**config.mk**
```make
export PLATFORM = sky130hd
export DESIGN_NAME = irq_steer_ctrl
export DESIGN_NICKNAME = d
export VERILOG_FILES = /design/src/rtl/irqc_pkg.sv /design/src/rtl/irqc_sampler.sv /design/src/rtl/irqc_cfg_regs.sv /design/src/rtl/irqc_steer.sv /design/src/rtl/irq_steer_ctrl.sv
export SDC_FILE = /design/constraint.sdc
export NUM_CORES = 1
export LEC_CHECK = 0
export BUFFER_PORTS_ARGS = -buffer_cell sky130_fd_sc_hd__buf_2
export CORE_ASPECT_RATIO = 2
export CORE_MARGIN = 3
export CORE_UTILIZATION = 30
export DETAILED_ROUTE_END_ITERATION = 10
export PLACE_DENSITY = 0.47
export REMOVE_ABC_BUFFERS = 1
export SYNTH_ARGS = -nofsm -noshare
export SYNTH_HDL_FRONTEND = slang
export SYNTH_SLANG_ARGS = --single-unit
```
**constraint.sdc**
```tcl
create_clock -name clk -period 2.37 [get_ports clk]
set_clock_uncertainty 0.1 [all_clocks]
set_input_delay 0.474 -clock clk [delete_from_list [all_inputs] [get_ports clk]]
set_output_delay 0.474 -clock clk [all_outputs]
set_load 0.01 [all_outputs]
```
**src/rtl/irqc_pkg.sv**
```systemverilog
package irqc_pkg;

    localparam int unsigned SRC_W_DEF  = 32;
    localparam int unsigned ADDR_W_DEF = 6;

    localparam logic [31:0] OFF_ACT_IRQ = 32'h00;
    localparam logic [31:0] OFF_ENABLE  = 32'h04;
    localparam logic [31:0] OFF_ROUTE   = 32'h08;
    localparam logic [31:0] OFF_CTRL    = 32'h0C;
    localparam logic [31:0] OFF_ACT_FIQ = 32'h10;
    localparam logic [31:0] OFF_RAW     = 32'h20;

    typedef enum logic [2:0] {
        RID_NONE,
        RID_ACT_IRQ,
        RID_ENABLE,
        RID_ROUTE,
        RID_CTRL,
        RID_ACT_FIQ,
        RID_RAW
    } reg_id_e;

    typedef struct packed {
        logic    rd;
        logic    wr;
        reg_id_e id;
    } bus_req_t;

    function automatic reg_id_e decode_addr(input logic [31:0] a);
        reg_id_e r;
        case (a)
            OFF_ACT_IRQ: r = RID_ACT_IRQ;
            OFF_ENABLE:  r = RID_ENABLE;
            OFF_ROUTE:   r = RID_ROUTE;
            OFF_CTRL:    r = RID_CTRL;
            OFF_ACT_FIQ: r = RID_ACT_FIQ;
            OFF_RAW:     r = RID_RAW;
            default:     r = RID_NONE;
        endcase
        return r;
    endfunction

endpackage

```
**src/rtl/irqc_sampler.sv**
```systemverilog
module irqc_sampler #(
    parameter int unsigned W = 32
) (
    input  logic         clk,
    input  logic         rst,
    input  logic [W-1:0] src_i,
    output logic [W-1:0] raw_q
);

    always_ff @(posedge clk) begin
        if (rst) raw_q <= '0;
        else     raw_q <= src_i;
    end

    // raw always follows the sources, whatever the bus does
    a_r2_raw_tracks: assert property (@(posedge clk) disable iff (rst)
        !$past(rst) |-> raw_q == $past(src_i));

endmodule

```
**src/rtl/irqc_cfg_regs.sv**
```systemverilog
module irqc_cfg_regs
    import irqc_pkg::*;
#(
    parameter int unsigned W = 32
) (
    input  logic         clk,
    input  logic         rst,
    input  bus_req_t     req,
    input  logic [W-1:0] wdata,
    output logic [W-1:0] enable_q,
    output logic [W-1:0] route_q,
    output logic [W-1:0] ctrl_q
);

    always_ff @(posedge clk) begin
        if (rst) begin
            enable_q <= '0;
            route_q  <= '0;
            ctrl_q   <= '0;
        end else if (req.wr) begin
            case (req.id)
                RID_ENABLE: enable_q <= wdata;
                RID_ROUTE:  route_q  <= wdata;
                RID_CTRL:   ctrl_q   <= wdata;
                default:    ;
            endcase
        end
    end

    a_r8_enable_load: assert property (@(posedge clk) disable iff (rst)
        (req.wr && req.id == RID_ENABLE) |=> enable_q == $past(wdata));

    a_r8_route_load: assert property (@(posedge clk) disable iff (rst)
        (req.wr && req.id == RID_ROUTE) |=> route_q == $past(wdata));

    a_r9_ctrl_isolated: assert property (@(posedge clk) disable iff (rst)
        (req.wr && req.id == RID_CTRL) |=> ($stable(enable_q) && $stable(route_q)));

    a_r10_readonly_hold: assert property (@(posedge clk) disable iff (rst)
        (req.wr && (req.id == RID_ACT_IRQ || req.id == RID_ACT_FIQ))
        |=> ($stable(enable_q) && $stable(route_q) && $stable(ctrl_q)));

    a_r11_unmapped_hold: assert property (@(posedge clk) disable iff (rst)
        (req.wr && req.id == RID_NONE)
        |=> ($stable(enable_q) && $stable(route_q) && $stable(ctrl_q)));

endmodule

```
**src/rtl/irqc_steer.sv**
```systemverilog
module irqc_steer #(
    parameter int unsigned W = 32
) (
    input  logic [W-1:0] raw,
    input  logic [W-1:0] enable,
    input  logic [W-1:0] route,
    output logic [W-1:0] act_irq,
    output logic [W-1:0] act_fiq,
    output logic         irq_o,
    output logic         fiq_o
);

    for (genvar i = 0; i < W; i++) begin : g_src
        logic live;
        assign live       = raw[i] & enable[i];
        assign act_irq[i] = live & ~route[i];
        assign act_fiq[i] = live &  route[i];
    end

    assign irq_o = |act_irq;
    assign fiq_o = |act_fiq;

endmodule

```
**src/rtl/irq_steer_ctrl.sv**
```systemverilog
module irq_steer_ctrl
    import irqc_pkg::*;
#(
    parameter int unsigned SRC_W  = SRC_W_DEF,
    parameter int unsigned ADDR_W = ADDR_W_DEF
) (
    input  logic              clk,
    input  logic              rst,
    input  logic [SRC_W-1:0]  src_i,
    input  logic              bus_sel,
    input  logic              bus_wr,
    input  logic [ADDR_W-1:0] bus_addr,
    input  logic [SRC_W-1:0]  bus_wdata,
    output logic [SRC_W-1:0]  bus_rdata,
    output logic              irq_o,
    output logic              fiq_o
);

    bus_req_t         req;
    logic [SRC_W-1:0] raw_q;
    logic [SRC_W-1:0] enable_q;
    logic [SRC_W-1:0] route_q;
    logic [SRC_W-1:0] ctrl_q;
    logic [SRC_W-1:0] act_irq;
    logic [SRC_W-1:0] act_fiq;

    always_comb begin
        req.rd = bus_sel & ~bus_wr;
        req.wr = bus_sel &  bus_wr;
        req.id = decode_addr(32'(bus_addr));
    end

    irqc_sampler #(.W(SRC_W)) u_sampler (
        .clk   (clk),
        .rst   (rst),
        .src_i (src_i),
        .raw_q (raw_q)
    );

    irqc_cfg_regs #(.W(SRC_W)) u_cfg (
        .clk      (clk),
        .rst      (rst),
        .req      (req),
        .wdata    (bus_wdata),
        .enable_q (enable_q),
        .route_q  (route_q),
        .ctrl_q   (ctrl_q)
    );

    irqc_steer #(.W(SRC_W)) u_steer (
        .raw     (raw_q),
        .enable  (enable_q),
        .route   (route_q),
        .act_irq (act_irq),
        .act_fiq (act_fiq),
        .irq_o   (irq_o),
        .fiq_o   (fiq_o)
    );

    always_comb begin
        bus_rdata = '0;
        if (req.rd) begin
            case (req.id)
                RID_ACT_IRQ: bus_rdata = act_irq;
                RID_ENABLE:  bus_rdata = enable_q;
                RID_ROUTE:   bus_rdata = route_q;
                RID_CTRL:    bus_rdata = ctrl_q;
                RID_ACT_FIQ: bus_rdata = act_fiq;
                RID_RAW:     bus_rdata = raw_q;
                default:     bus_rdata = '0;
            endcase
        end
    end

    // the normal request needs an enabled source whose route bit is clear
    a_r6_irq_has_source: assert property (@(posedge clk) disable iff (rst)
        irq_o |-> (raw_q & enable_q & ~route_q) != '0);

    // the fast request needs an enabled source whose route bit is set
    a_r7_fiq_has_source: assert property (@(posedge clk) disable iff (rst)
        fiq_o |-> (raw_q & enable_q & route_q) != '0);

    a_r11_unmapped_zero: assert property (@(posedge clk) disable iff (rst)
        (req.rd && req.id == RID_NONE) |-> bus_rdata == '0);

    a_r1_reset_clears: assert property (@(posedge clk)
        $past(rst) |-> (enable_q == '0 && route_q == '0 && ctrl_q == '0 && !irq_o && !fiq_o));

endmodule

```
==> results of run 1 <==
## cell usage in the layout (no fill, tap or decap), types with 9 or more instances in the layout
cell | synthesis | final
buf_2 | 6 | 98
buf_12 | 0 | 9
o211ai_1 | 14 | 14
mux2_2 | 15 | 15
buf_4 | 0 | 60
a21oi_2 | 0 | 14
clkbuf_16 | 0 | 17
nand3b_1 | 13 | 13
o21ai_0 | 13 | 12
o32a_1 | 14 | 14
mux2i_1 | 17 | 17
nor3_1 | 17 | 16
nand4_1 | 12 | 12
xor2_1 | 14 | 14
nand3_1 | 36 | 36
buf_6 | 4 | 13
a21oi_1 | 114 | 96
a22oi_1 | 18 | 18
nor2b_1 | 48 | 48
nand2_1 | 239 | 237
dfxtp_1 | 128 | 122
## layout make-up
type	count	area, µm²
fillers	2122	12120
multi-input cells	642	3791
flip-flops and latches	128	2570
repair buffers	183	1313
clock buffers	22	454.2
well taps	266	332.8
clock inverters	7	65.06
inverters	1	3.754
diodes	1	2.502
## routing by layer
layer	wire length, µm	vias to the layer above	part of all wire [%]
met5	0	-	0
met4	847	0	3.4
met3	898	47	3.6
met2	13620	183	54
met1	9832	3115	39
li1	-	3183	-
## sequential cells by signal, indices dropped and copies added, names as in the netlist
name / flops
u_cfg.ctrl_q: 32
u_cfg.route_q: 32
u_cfg.enable_q: 32
u_sampler.raw_q: 32
## critical path, cell delays in order
cell,delay (ns)
buf_8,0.10
or2_4,0.24
maj3_2,0.30
or4b_4,0.55
buf_12,0.19
a31oi_2,0.20
buf_2,0.17
## power groups by stage
stage | clock network [W] | logic, W | registers [W]
6_report | 0.00241 | 0.000326 | 0.00222
3_3_place_gp | 0 | 0.000306 | 0.00227
3_5_place_dp | 0 | 0.000307 | 0.00227
4_1_cts | 0.00245 | 0.000325 | 0.00222
5_1_grt | 0.00252 | 0.000349 | 0.00223
2_1_floorplan | 0 | 0.0000744 | 0.00225
## stage by stage
| step | cell area, µm² | hold WS (ns) | cells |
|---|---|---|---|
| detailed placement | 7597 | 0.3440 | 1218 |
| floorplan | 6087 | 0.3223 | 771 |
| finish | 8532 | 0.1487 | 1250 |
| global route | 8532 | 0.1451 | 1250 |
| CTS | 8448 | 0.1396 | 1250 |
| global placement | 7597 | 0.3357 | 1218 |
## cells in the mapped netlist (all sizes together), types with 2 or more instances
| cell | count |
|---|---|
| clkbuf | 50 |
| nand2 | 239 |
| a2111oi | 3 |
| buf | 11 |
| a22oi | 18 |
| nor4 | 3 |
| nor2b | 48 |
| o21ai | 15 |
| nor3 | 18 |
| and2 | 3 |
| o2111ai | 3 |
| o22a | 3 |
| o211ai | 14 |
| or4b | 2 |
| or2 | 2 |
| mux2 | 15 |
| or3 | 3 |
| dfxtp | 128 |
| nor2 | 5 |
| a21oi | 114 |
| xnor2 | 3 |
| o22ai | 5 |
| nand3b | 13 |
| mux2i | 17 |
| nand4 | 12 |
| o32a | 14 |
| a31oi | 14 |
| nand3 | 36 |
| xor2 | 14 |
## kinds of logic after synthesis
logic type | Yosys count
and+or+nand+nor | 389
AOI/OAI and AO/OA | 203
DFF | 128
buffers and inverters | 62
muxes | 32
xor gates and xnor gates | 17
adders and majority gates | 1
## how the worst min path moves through the flow
stage / end / depth (start not counted)
floorplan: u_cfg.ctrl_q[11] / 2
global placement: u_cfg.ctrl_q[31] / 2
detailed placement: u_cfg.ctrl_q[30] / 2
CTS: u_sampler.raw_q[26] / 2
global route: u_sampler.raw_q[12] / 2
finish: u_sampler.raw_q[25] / 2
## repair_timing
action,in CTS,in global routing
gates resized for setup,66,24
pin swaps,10,9
endpoints found under the setup margin,33,34
setup buffers,2,1
cloned,1,0
==> impl_metrics.env, run 1 <==
export IMPL_violations="setup timing"
export IMPL_cts_hold_buffers_added=0
export IMPL_worstPathArrival_ns=2.24
export IMPL_switching_share_pct=24.08
export IMPL_synthArstFlopShare_pct=0
export IMPL_antenna_found_initial=1
export IMPL_vdd_drop_max_uv=398.6
export IMPL_cp_required_ns=1.80
export IMPL_grt_busiest_layer="met2"
export IMPL_die_area_um2=23070
export IMPL_p_switching_w=0.001195
export IMPL_fin_nets=1047
export IMPL_num_rows=74
export IMPL_overflow=0
export IMPL_synth_area_per_cell_um2=7.637
export IMPL_power_density_nw_per_um2=581.6
export IMPL_timing_final_crit_period_ns=2.816
export IMPL_synth_compound_area_share_pct=19.26
export IMPL_min_from="src_i[25]"
export IMPL_outcome="finished with violations"
export IMPL_cts_sinks=128
export IMPL_core_area_um2=20650
export IMPL_critPathLaunchType="input pin"
export IMPL_reg2reg_setup_slack_ns=1.55
export IMPL_grt_pass1_vias=6553
export IMPL_endpoint="bus_rdata[21]"
export IMPL_synth_area_leaders="dfxtp_1 (40%), nand2_1 (14%), a21oi_1 (9.0%)"
export IMPL_setup_ws_ns=-0.4463
export IMPL_ctsHtreeMaxLevel=4
export IMPL_drtIter0Drc=367
export IMPL_max_freq_ghz=0.3551
export IMPL_first_pass_iters=5
export IMPL_cp_startpoint="bus_addr[3]"
export IMPL_critPathMaxFanout=14
export IMPL_port_buffers=107
export IMPL_start_util_pct=30.77
export IMPL_p_seq_share_pct=44.8
export IMPL_final_setup_viol_count=33
export IMPL_root_buffer="clkbuf_16"
export IMPL_power_leakage_nw=3.048
export IMPL_finalSetupTns_ns=-11.76
export IMPL_clock_power_share_pct=48.6
export IMPL_grt_usage_pct=22.37
export IMPL_die_y_um=211.8
export IMPL_r2r_start="u_cfg.enable_q[18]"
export IMPL_internal_power_w=0.003767
export IMPL_die_x_um=108.9
export IMPL_worstMarginPinSlew_ns=0.4213
export IMPL_yosys_area_share_adder_pct=0.1772
export IMPL_yosys_area_share_simple_pct=28.30
export IMPL_drive_gt1_share_pct=27.87
export IMPL_muxShareOfSynthArea_pct=5.337
export IMPL_use_met1_pct=25.32
export IMPL_rr_worst_depth=3
export IMPL_routedWlPerCell_um=20.16
export IMPL_yosysSeqAreaShare_pct=40.33
export IMPL_viasPerCell=5.222
export IMPL_grt_max_degree=70
export IMPL_synth_area_um2=6354
export IMPL_synth_top_family_by_area="simple AND/OR/NAND/NOR gates"
export IMPL_ys_ff_latch=128
export IMPL_slew_headroom_pct=71.91
export IMPL_synth_top_area_share_pct=40.33
export IMPL_hp_class="input pin to register"
export IMPL_grt_util_met2_pct=40.53
export IMPL_rsz0062_at_grt="yes"
export IMPL_syn_inst=832
export IMPL_hpwl_mm=17.87
export IMPL_grtUsageMet3_pct=3.143
export IMPL_total_power_w=0.004962
export IMPL_yosysWarnings=0
export IMPL_synth_edf_count=0
export IMPL_hold_violations=0
export IMPL_crit_type="input pin to output port"
export IMPL_ys_types=43
export IMPL_period_share_pct=118.8
export IMPL_clockBufferDepth=2
export IMPL_drc_errors=0
export IMPL_grt_pass1_wl_mm=38.35
export IMPL_rr_endpoint="u_cfg.enable_q[18]"
export IMPL_routed_wl_mm=25.20
export IMPL_boundaryPins=108
export IMPL_maxCapViolCount=0
export IMPL_routabilityCongestion=0.8177
export IMPL_clk_pin_slew_ns=0.06
export IMPL_clock_latency_ns=0.42
export IMPL_preCtsSetupSlack_ns=-0.6467
export IMPL_ant_nets=0
export IMPL_synth_xor_xnor_area_share_pct=2.343
export IMPL_synth_largest_area_cell="dfxtp_1"
export IMPL_endpoint_kind="output port"
export IMPL_p_comb_share_pct=6.6
export IMPL_synth_ff_type="dfxtp_1"
export IMPL_cts_tree="yes"
export IMPL_dr_total_vias=6528
export IMPL_utilization_pct=41.32
export IMPL_maxSlewViolCount=0
export IMPL_area_growth_pct=34.29
export IMPL_numCtsBuffers=17
(Power assumes the default switching activity.)
==> run 2: changes to the inputs <==
--- a/config.mk
+++ b/config.mk
@@ -10,4 +10,5 @@
 export CORE_MARGIN = 3
 export CORE_UTILIZATION = 30
+export CTS_CLUSTER_SIZE = 25
 export DETAILED_ROUTE_END_ITERATION = 10
 export PLACE_DENSITY = 0.47
--- a/constraint.sdc
+++ b/constraint.sdc
@@ -3,3 +3,3 @@
 set_input_delay 0.474 -clock clk [delete_from_list [all_inputs] [get_ports clk]]
 set_output_delay 0.474 -clock clk [all_outputs]
-set_load 0.01 [all_outputs]
+set_load 0.05 [all_outputs]
==> run 2 against run 1 <==
The flow still finishes with violations (setup timing). Power rose by 8.0%. Non-clock buffer count up 9. Register-to-register slack got worse by 0.05 ns. Critical path type unchanged. Largest cell class unchanged. Highest routed layer unchanged.
==> impl_metrics.env, run 2 (synthesized netlist as in run 1, its figures left out) <==
export IMPL_ant_nets=0
export IMPL_core_area_um2=20650
export IMPL_drive_gt1_share_pct=29.85
export IMPL_grt_pass1_wl_mm=38.84
export IMPL_final_cell_mix="nand2_1 (238), dfxtp_1 (118), a21oi_1 (99)"
export IMPL_start_util_pct=30.77
export IMPL_routabilityCongestion=0.8778
export IMPL_violations="setup timing"
export IMPL_area_growth_pct=42.87
export IMPL_max_freq_ghz=0.3402
export IMPL_final_common_cell="nand2_1"
export IMPL_finalSetupTns_ns=-16.65
export IMPL_rsz0062_at_grt="yes"
export IMPL_finalHoldWorstSlack_ns=0.1463
export IMPL_maxCapViolCount=0
export IMPL_worstMarginPinSlew_ns=0.5232
export IMPL_cts_sinks=128
export IMPL_ctsHtreeMaxLevel=4
export IMPL_power_leakage_nw=3.211
export IMPL_hp_class="input pin to register"
export IMPL_setup_ws_ns=-0.5696
export IMPL_endpoint_kind="output port"
export IMPL_hold_violations=0
export IMPL_cts_tree="yes"
export IMPL_viasPerCell=5.206
export IMPL_drc_errors=0
export IMPL_die_x_um=108.9
export IMPL_cp_required_ns=1.80
export IMPL_cpPeakStageDelay_ns=0.61
export IMPL_routedWlPerCell_um=20.48
export IMPL_dpl_cell_area_um2=7740
export IMPL_dr_total_vias=6570
export IMPL_num_rows=74
export IMPL_crit_buf_inv=4
export IMPL_cts_hold_buffers_added=0
export IMPL_clk_pin_slew_ns=0.06
export IMPL_grt_pass1_vias=6527
export IMPL_worstPathArrival_ns=2.37
export IMPL_power_density_nw_per_um2=590.3
export IMPL_routed_wl_mm=25.85
export IMPL_clockBufferDepth=2
export IMPL_crit_slowest_cell="or4b_4"
export IMPL_period_share_pct=124.0
export IMPL_vdd_drop_max_uv=444.4
export IMPL_crit_family="simple AND/OR/NAND/NOR gates"
export IMPL_crit_type="input pin to output port"
export IMPL_antenna_found_initial=1
export IMPL_maxSlewViolCount=0
export IMPL_crit_top_cell="buf_12"
export IMPL_die_area_um2=23070
export IMPL_first_pass_iters=6
export IMPL_timing_final_crit_period_ns=2.940
export IMPL_crit_chain="buf_12, or2_4, maj3_2, or4b_4, buf_12, a31oi_4, buf_6, buf_12"
export IMPL_grt_max_degree=44
export IMPL_critPathMaxFanout=6
export IMPL_hpwl_mm=18.35
export IMPL_preCtsSetupSlack_ns=-0.6962
export IMPL_root_buffer="clkbuf_16"
export IMPL_die_y_um=211.8
export IMPL_grt_usage_pct=22.63
export IMPL_final_setup_viol_count=33
export IMPL_drtIter0Drc=331
export IMPL_outcome="finished with violations"
export IMPL_boundaryPins=108
export IMPL_clock_latency_ns=0.43
export IMPL_stdcell_area_um2=9077
export IMPL_numCtsBuffers=17
export IMPL_slew_headroom_pct=65.12
export IMPL_fin_nets=1056
export IMPL_overflow=0
export IMPL_port_buffers=107
export IMPL_critPathLaunchType="input pin"
-- run 2: changes by cell type in the layout (fill, tap and decap cells not counted), moves of 4 or more --
cell,before,now
buf_12,9,16
a31oi_4,4,11
buf_4,60,68
buf_2,98,70
buf_6,13,33
dfxtp_1,122,118
dfxtp_2,6,10
a31oi_1,8,3
clkbuf_1,4,0
-- run 2: final cells by class --
type	instances	area, µm²
Tap cell	266	332.8
Inverter	1	3.754
Timing Repair Buffer	192	1678
Clock inverter	15	191.4
Multi-Input combinational cell	642	3869
Sequential cell	128	2575
Antenna cell	1	2.502
Clock buffer	17	425.4
Fill cell	2112	11570
-- run 2: final timing paths --
check               startpoint  slack, ns             endpoint  depth (start not counted)
max reg2reg  u_cfg.route_q[18]       1.50    u_cfg.route_q[18]                          3
min                  src_i[20]       0.15  u_sampler.raw_q[20]                          2
max                bus_addr[2]      -0.57         bus_rdata[1]                          8
min reg2reg   u_cfg.ctrl_q[29]       0.35     u_cfg.ctrl_q[29]                          2
-- run 2: report_power, final --
| part | switching, W | total [W] | internal [W] |
|---|---|---|---|
| logic | 0.000188 | 0.000338 | 0.000150 |
| registers | 0.0000367 | 0.00222 | 0.00219 |
| clock network | 0.00104 | 0.00280 | 0.00175 |
-- run 2: timing repair --
| action | in CTS | in global routing |
|---|---|---|
| pin swaps | 12 | 14 |
| resized for setup | 121 | 31 |
| gates cloned | 2 | 2 |
| buffers inserted | 2 | 1 |
| setup endpoints to repair | 34 | 34 |
-- run 2: per-stage QoR --
stage / util, % / std cells / total power [W]
2_1_floorplan: - / 771 / 0.002330
3_3_place_gp: 37.49 / 1223 / 0.002577
3_5_place_dp: 37.49 / 1223 / 0.002578
4_1_cts: 43.07 / 1259 / 0.005385
5_1_grt: 43.96 / 1262 / 0.005522
6_report: 43.96 / 1262 / 0.005358
-- run 2: per-layer routing --
layer  vias to the layer above  part of all wire [%]  GRT usage (%)
met2                       202                    55          41.70
met3                        50                   4.1          3.570
li1                       3216                     -              -
met5                         -                     0              0
met1                      3102                    38          25.00
met4                         0                   3.4          9.677
